$ cat src/rtl/pcm_slot_pkg.sv
package pcm_slot_pkg;
    localparam int SLOT_BITS = 8;
    localparam int CNT_W     = $clog2(SLOT_BITS + 1);
    localparam int RATE_W    = 13;

    typedef struct packed {
        logic [SLOT_BITS-1:0] tx_sh;
        logic [SLOT_BITS-1:0] rx_sh;
        logic [SLOT_BITS-1:0] rx_byte;
        logic [CNT_W-1:0]     hi_cnt;
        logic [CNT_W-1:0]     rx_cnt;
        logic                 active;
        logic                 oe;
        logic                 dout;
        logic                 rx_valid;
        logic                 tx_taken;
        logic                 bclk_prev;
        logic                 stb_prev;
    } slot_state_t;

    typedef struct packed {
        logic [RATE_W-1:0] khz;
        logic              mclk;
        logic              bad;
    } rate_info_t;
endpackage

$ cat src/rtl/pcm_rate_decode.sv
module pcm_rate_decode
    import pcm_slot_pkg::*;
(
    input  logic              clk,
    input  logic              rst_n,
    input  logic [2:0]        sel,
    output logic [RATE_W-1:0] khz,
    output logic              mclk,
    output logic              bad
);
    rate_info_t info_d, info_q;

    always_comb begin
        info_d = '0;
        case (sel)
            3'b100:  begin info_d.khz = 13'd128;  info_d.mclk = 1'b1; end
            3'b101:  begin info_d.khz = 13'd256;  info_d.mclk = 1'b1; end
            3'b000:  info_d.khz = 13'd512;
            3'b001:  info_d.khz = 13'd1536;
            3'b010:  info_d.khz = 13'd2048;
            3'b011:  info_d.khz = 13'd4096;
            default: info_d.bad = 1'b1;
        endcase
    end

    always_ff @(posedge clk or negedge rst_n) begin
        if (!rst_n) info_q <= '0;
        else        info_q <= info_d;
    end

    assign khz  = info_q.khz;
    assign mclk = info_q.mclk;
    assign bad  = info_q.bad;


    mclk_low_rate_chk: assert property (@(posedge clk) disable iff (!rst_n)
        mclk |-> (khz < 13'd512 && !bad));
endmodule

$ cat src/rtl/pcm_sync.sv
module pcm_sync #(
    parameter int WIDTH  = 3,
    parameter int STAGES = 2
) (
    input  logic             clk,
    input  logic             rst_n,
    input  logic [WIDTH-1:0] in_a,
    output logic [WIDTH-1:0] out_s
);
    logic [WIDTH-1:0] stage_q [STAGES];

    generate
        for (genvar i = 0; i < STAGES; i++) begin : g_stage
            always_ff @(posedge clk or negedge rst_n) begin
                if (!rst_n)      stage_q[i] <= '0;
                else if (i == 0) stage_q[i] <= in_a;
                else             stage_q[i] <= stage_q[(i > 0) ? i-1 : 0];
            end
        end
    endgenerate

    assign out_s = stage_q[STAGES-1];
endmodule

$ cat src/rtl/pcm_slot_engine.sv
module pcm_slot_engine
    import pcm_slot_pkg::*;
#(
    parameter logic [SLOT_BITS-1:0] QUIET = 8'h7F
) (
    input  logic                 clk,
    input  logic                 rst_n,
    input  logic                 bclk_s,
    input  logic                 stb_s,
    input  logic                 din_s,
    input  logic                 tx_mute,
    input  logic                 rx_mute,
    input  logic                 cfg_bad,
    input  logic [SLOT_BITS-1:0] tx_byte,
    output logic                 dout,
    output logic                 dout_oe,
    output logic                 tx_taken,
    output logic [SLOT_BITS-1:0] rx_byte,
    output logic                 rx_valid
);
    localparam logic [CNT_W-1:0] FULL = CNT_W'(SLOT_BITS);

    slot_state_t s_d, s_q;
    logic rise, fall;

    assign rise = bclk_s & ~s_q.bclk_prev;
    assign fall = ~bclk_s & s_q.bclk_prev;

    always_comb begin
        s_d           = s_q;
        s_d.rx_valid  = 1'b0;
        s_d.tx_taken  = 1'b0;
        s_d.bclk_prev = bclk_s;
        if (rise) begin
            s_d.stb_prev = stb_s;
            if (stb_s && !s_q.stb_prev) begin
                s_d.tx_sh    = tx_mute ? QUIET : tx_byte;
                s_d.dout     = s_d.tx_sh[SLOT_BITS-1];
                s_d.hi_cnt   = CNT_W'(1);
                s_d.rx_cnt   = '0;
                s_d.active   = 1'b1;
                s_d.tx_taken = 1'b1;
            end else if (stb_s && s_q.active) begin
                if (s_q.hi_cnt == FULL) begin
                    s_d.active = 1'b0;
                end else begin
                    s_d.hi_cnt = s_q.hi_cnt + CNT_W'(1);
                    s_d.tx_sh  = s_q.tx_sh << 1;
                    s_d.dout   = s_q.tx_sh[SLOT_BITS-2];
                end
            end else if (!stb_s) begin
                if (s_q.active && s_q.hi_cnt == FULL && s_q.rx_cnt == FULL) begin
                    s_d.rx_valid = 1'b1;
                    s_d.rx_byte  = rx_mute ? QUIET : s_q.rx_sh;
                end
                s_d.active = 1'b0;
            end
        end
        if (fall && s_q.active && s_q.rx_cnt < FULL) begin
            s_d.rx_sh  = {s_q.rx_sh[SLOT_BITS-2:0], din_s};
            s_d.rx_cnt = s_q.rx_cnt + CNT_W'(1);
        end
        s_d.oe = s_d.active & ~cfg_bad;
    end

    always_ff @(posedge clk or negedge rst_n) begin
        if (!rst_n) s_q <= '0;
        else        s_q <= s_d;
    end

    assign dout     = s_q.dout;
    assign dout_oe  = s_q.oe;
    assign tx_taken = s_q.tx_taken;
    assign rx_byte  = s_q.rx_byte;
    assign rx_valid = s_q.rx_valid;


    rx_pulse_chk: assert property (@(posedge clk) disable iff (!rst_n)
        rx_valid |=> !rx_valid);

    rx_full_chk: assert property (@(posedge clk) disable iff (!rst_n)
        $rose(rx_valid) |-> ($past(s_q.hi_cnt) == FULL && $past(s_q.rx_cnt) == FULL));

    long_abort_chk: assert property (@(posedge clk) disable iff (!rst_n)
        (rise && stb_s && s_q.active && s_q.hi_cnt == FULL) |=> !dout_oe);

    bad_cfg_chk: assert property (@(posedge clk) disable iff (!rst_n)
        cfg_bad |=> !dout_oe);

    take_edge_chk: assert property (@(posedge clk) disable iff (!rst_n)
        tx_taken |-> ($past(rise) && $past(stb_s) && !$past(s_q.stb_prev)));
endmodule

$ cat src/rtl/pcm_slot_port.sv
module pcm_slot_port
    import pcm_slot_pkg::*;
#(
    parameter int                   SYNC_STAGES = 2,
    parameter logic [SLOT_BITS-1:0] QUIET_CODE  = 8'h7F
) (
    input  logic              clk,
    input  logic              rst_n,
    input  logic [2:0]        rate_sel,
    input  logic              bclk,
    input  logic              strobe,
    input  logic              din,
    input  logic              tx_mute,
    input  logic              rx_mute,
    input  logic [7:0]        tx_byte,
    output logic              dout,
    output logic              dout_oe,
    output logic              tx_taken,
    output logic [7:0]        rx_byte,
    output logic              rx_valid,
    output logic [12:0]       rate_khz,
    output logic              mclk_req,
    output logic              cfg_err
);
    logic [2:0] bus_s;

    pcm_sync #(.WIDTH(3), .STAGES(SYNC_STAGES)) u_sync (
        .clk   (clk),
        .rst_n (rst_n),
        .in_a  ({bclk, strobe, din}),
        .out_s (bus_s)
    );

    pcm_rate_decode u_rate (
        .clk   (clk),
        .rst_n (rst_n),
        .sel   (rate_sel),
        .khz   (rate_khz),
        .mclk  (mclk_req),
        .bad   (cfg_err)
    );

    pcm_slot_engine #(.QUIET(QUIET_CODE)) u_engine (
        .clk      (clk),
        .rst_n    (rst_n),
        .bclk_s   (bus_s[2]),
        .stb_s    (bus_s[1]),
        .din_s    (bus_s[0]),
        .tx_mute  (tx_mute),
        .rx_mute  (rx_mute),
        .cfg_bad  (cfg_err),
        .tx_byte  (tx_byte),
        .dout     (dout),
        .dout_oe  (dout_oe),
        .tx_taken (tx_taken),
        .rx_byte  (rx_byte),
        .rx_valid (rx_valid)
    );
endmodule

$ cat config.mk
export PLATFORM = sky130hd
export DESIGN_NAME = pcm_slot_port
export DESIGN_NICKNAME = d
export VERILOG_FILES = /design/src/rtl/pcm_slot_pkg.sv /design/src/rtl/pcm_rate_decode.sv /design/src/rtl/pcm_sync.sv /design/src/rtl/pcm_slot_engine.sv /design/src/rtl/pcm_slot_port.sv
export SDC_FILE = /design/constraint.sdc
export NUM_CORES = 1
export LEC_CHECK = 0
export CAP_MARGIN = 40
export CORE_MARGIN = 3
export CORE_UTILIZATION = 34
export CTS_CLUSTER_SIZE = 12
export DETAILED_ROUTE_END_ITERATION = 12
export GPL_ROUTABILITY_DRIVEN = 0
export GPL_TIMING_DRIVEN = 0
export HOLD_SLACK_MARGIN = 0.12
export SYNTH_ARGS = -nofsm -noshare
export SYNTH_HDL_FRONTEND = slang
export SYNTH_HIERARCHICAL = 1
export SYNTH_SLANG_ARGS = --single-unit
$ cat constraint.sdc
create_clock -name clk -period 2.9 [get_ports clk]
set_input_delay 0.435 -clock clk [delete_from_list [all_inputs] [get_ports clk]]
set_output_delay 0.435 -clock clk [all_outputs]
set_load 0.005 [all_outputs]
==> results.sh <==
export IMPL_clk_insertion_delay_late_ps=300
export IMPL_floorplan_rows=29
export IMPL_min_period_ps=1810
export IMPL_first_pass_grt_wire_length_um=6910
export IMPL_io_buffer_count=36
export IMPL_clkPwrFrac_pct=25.5
export IMPL_power_combinational_fraction_pct=21.7
export IMPL_tritoncts_clock_tree="built"
export IMPL_boundaryPins=45
export IMPL_netlist_top_cell_by_area="sky130_fd_sc_hd__dfrtp_1"
export IMPL_netlist_top_cells_count="sky130_fd_sc_hd__dfrtp_1 (52), sky130_fd_sc_hd__buf_4 (19), sky130_fd_sc_hd__inv_1 (16)"
export IMPL_worst_path_max_fanout=9
export IMPL_finalNonFillerCells=341
export IMPL_grtUsageMet3_pct=3.83
export IMPL_firstDrtPassIters=4
export IMPL_drc=0
export IMPL_grt_start_max_net_pins=34
export IMPL_ctsLongestPathBuffers=2
export IMPL_setup_ws_ps=1090
export IMPL_yosysTopAreaCellShare_pct=54.7
export IMPL_timing_final_max_slew_violations=0
export IMPL_grtUsageMet1_pct=15.7
export IMPL_cts_made_buffers=5
export IMPL_post_synth_instance_area_mm2=0.00238
export IMPL_area_delta_synth_final_pct=26.5
export IMPL_floorplan_core_area_mm2=0.00657
export IMPL_antennaDiodeCount=0
export IMPL_min_delay_path_class="reg -> reg"
export IMPL_timing_critical_path_arrival_ps=2000
export IMPL_use_met2_pct=15.9
export IMPL_grt_most_used_layer="met2"
export IMPL_layout_drive_gt1_share_pct=17.7
export IMPL_ys_dominant_reg_cell="sky130_fd_sc_hd__dfrtp_1"
export IMPL_totalNegativeSetupSlack_ps=0
export IMPL_routed_vias=1444
export IMPL_cap_violations=0
export IMPL_preCtsSetupSlack_ps=914
export IMPL_most_frequently_used_cell_type_in_the_post_synthesis_netlist="sky130_fd_sc_hd__dfrtp_1"
export IMPL_first_global_vias=1486
export IMPL_detail_route_antenna_nets=0
export IMPL_swShare_pct=27.0
export IMPL_groute_usage_overall_pct=11.1
export IMPL_setup_worst_path_end_class="flop"
export IMPL_clock_fmax_mhz=551
export IMPL_start_util_pct=36.3
export IMPL_power_frac_seq_pct=52.8
export IMPL_syn_instance_count=196
export IMPL_postSynth_asyncResetShare_pct=100
export IMPL_die_area_mm2=0.00804
export IMPL_die_w_um=89.7
export IMPL_power_switching_w=0.000505
export IMPL_placed_cells_incl_taps=332
export IMPL_period_share_pct=62.6
export IMPL_finalSetupViolCount=0
export IMPL_synth_edf_count=0
export IMPL_totalWireLength_um=3970
export IMPL_nNetsFinal=269
export IMPL_critPathLaunchType="flop"
export IMPL_required_worst_endpoint_ps=3090
export IMPL_drt_initial_drc_count=71
export IMPL_count_of_final_hold_check_violations=0
export IMPL_cts_num_sinks=52
export IMPL_grt_setup_unrepaired="no"
export IMPL_clk_root_buffer_cell="sky130_fd_sc_hd__clkbuf_8"
export IMPL_clkTransAtPathRegs_ps=90
export IMPL_ys_warn_count=6
export IMPL_post_drt_via_cell_ratio=4.23
export IMPL_die_y_um=89.7
export IMPL_place_detailed_hpwl_um=2810
export IMPL_synthTopCellsByArea="sky130_fd_sc_hd__dfrtp_1 (55%), sky130_fd_sc_hd__buf_4 (6.0%), sky130_fd_sc_hd__mux2i_1 (5.9%), sky130_fd_sc_hd__mux2_1 (5.7%), sky130_fd_sc_hd__inv_1 (2.5%)"
export IMPL_timing_clock_skew_ps=8.72
export IMPL_outcome="completed"
export IMPL_grt_overflow_total=0
export IMPL_post_synth_cell_area_avg_um2=12.1
export IMPL_grt_antenna_before_repair=0
export IMPL_ys_seq_elements=52
export IMPL_critPathKind="reg -> reg"
export IMPL_routed_wire_length_per_instance_um=11.6
export IMPL_power_ir_vdd_worst_uv=283
export IMPL_seq_area_frac_synth_pct=54.7
export IMPL_netlist_cell_type_count=43
export IMPL_power_leakage_nw=1.46
export IMPL_layout_core_utilization_pct=45.9
export IMPL_power_density_cell_area_mw_per_mm2=622
export IMPL_internal_power_w=0.00137
export IMPL_clock_tree_htree_level_count=2
area by class of cell:
class / count / area, um2
timing repair buffer: 38 / 385
inverter: 16 / 60.1
tap: 93 / 116
sequential: 52 / 1300
fill: 626 / 3550
clock buffer: 6 / 72.6
buffer: 25 / 175
clock inverter: 2 / 35.0
multi-input combinational: 109 / 867
registers in the layout (all words and copies together) (netlist names):
signal             cells
u_engine/dout          1
u_engine/dout_oe       1
u_engine/rx_byte       8
u_engine/rx_valid      1
u_engine/s_q          26
u_engine/tx_taken      1
u_rate/bad             1
u_rate/khz             6
u_rate/mclk            1
u_sync/out_s           3
u_sync/stage_q         3
final timing paths:
check	cells past startpoint	to	start	slack [ps]
worst max-delay path	6	u_engine/rx_byte[7]$_DFFE_PN0P_	u_engine/s_q[11]$_DFFE_PN0P_	1090
worst min-delay path	0	u_sync/out_s[0]$_DFF_PN0_	u_sync/stage_q[3]$_DFF_PN0_	350
worst max register to register	6	u_engine/rx_byte[7]$_DFFE_PN0P_	u_engine/s_q[11]$_DFFE_PN0P_	1090
worst min register to register	0	u_sync/out_s[0]$_DFF_PN0_	u_sync/stage_q[3]$_DFF_PN0_	350
max in group asynchronous	3	u_engine/s_q[7]$_DFFE_PN0P_	rst_n	1740
min in group asynchronous	2	u_engine/s_q[12]$_DFFE_PN0P_	rst_n	620
worst max-delay path, stage by stage (launching register included):
cell                       delay [ps]
sky130_fd_sc_hd__dfrtp_1          450
sky130_fd_sc_hd__inv_1             90
sky130_fd_sc_hd__ha_1             190
sky130_fd_sc_hd__nand3b_4         140
sky130_fd_sc_hd__nor4_1           250
sky130_fd_sc_hd__buf_4            260
sky130_fd_sc_hd__mux2_1           330
layout by cell type (no fill, tap or decap), drive strengths merged, types with 2 or more instances in the layout:
cell type,Yosys,layout
dfrtp,52,52
conb,1,7
nand4,2,2
nand3b,2,2
clkdlybuf4s50,0,35
nand3,3,3
mux2i,14,14
buf,24,26
nor3b,3,3
and3b,3,3
a21oi,3,3
or4b,2,2
ha,4,4
clkbuf,1,7
inv,16,16
o21ai,5,5
nor2b,3,3
and3,2,2
nand2b,2,2
mux2,16,16
nor2,14,14
nand2,9,9
through the flow:
stage / hold WS [ps] / instance area [um2] / power [W]
6_report: 354 / 3010 / 0.00188
5_1_grt: 366 / 3010 / 0.00202
4_1_cts: 357 / 3010 / 0.00191
3_5_place_dp: 337 / 2900 / 0.00142
3_3_place_gp: 333 / 2880 / 0.00140
2_1_floorplan: 139 / 2400 / 0.00127
routing by layer:
layer / wire length, um / vias to the layer above / part of all wire [%]
met2: 1600 / 38 / 40
met5: 0 / - / 0
met3: 282 / 2 / 7.1
li1: - / 736 / -
met4: 20 / 0 / 0.50
met1: 2070 / 668 / 52
power groups by stage:
stage	registers (W)	logic, W	clock network, W
final	0.000990	0.000407	0.000478
after global routing	0.00102	0.000472	0.000531
after CTS	0.000990	0.000415	0.000501
after detailed placement	0.00100	0.000413	0
after global placement	0.00100	0.000397	0
after floorplan	0.000978	0.000292	0
cell families (layout without fill, tap and decap cells):
family / Yosys count / in the layout / synth area share (%)
other: 1 / 7 / 0.157
multiplexers: 30 / 30 / 13.9
flip-flops: 52 / 52 / 54.7
AO/OA/AOI/OAI: 14 / 14 / 4.41
buffers and inverters: 41 / 87 / 9.88
AND/OR/NAND/NOR: 54 / 54 / 14.9
adder cells (fa/ha/maj): 4 / 4 / 2.10
timing repair:
item | in CTS | in global routing
setup buffers | 0 | 0
endpoints found under the hold margin | 19 | 0
hold buffers | 1 | 0
resized for setup | 0 | 0
(Power assumes the default switching activity.)
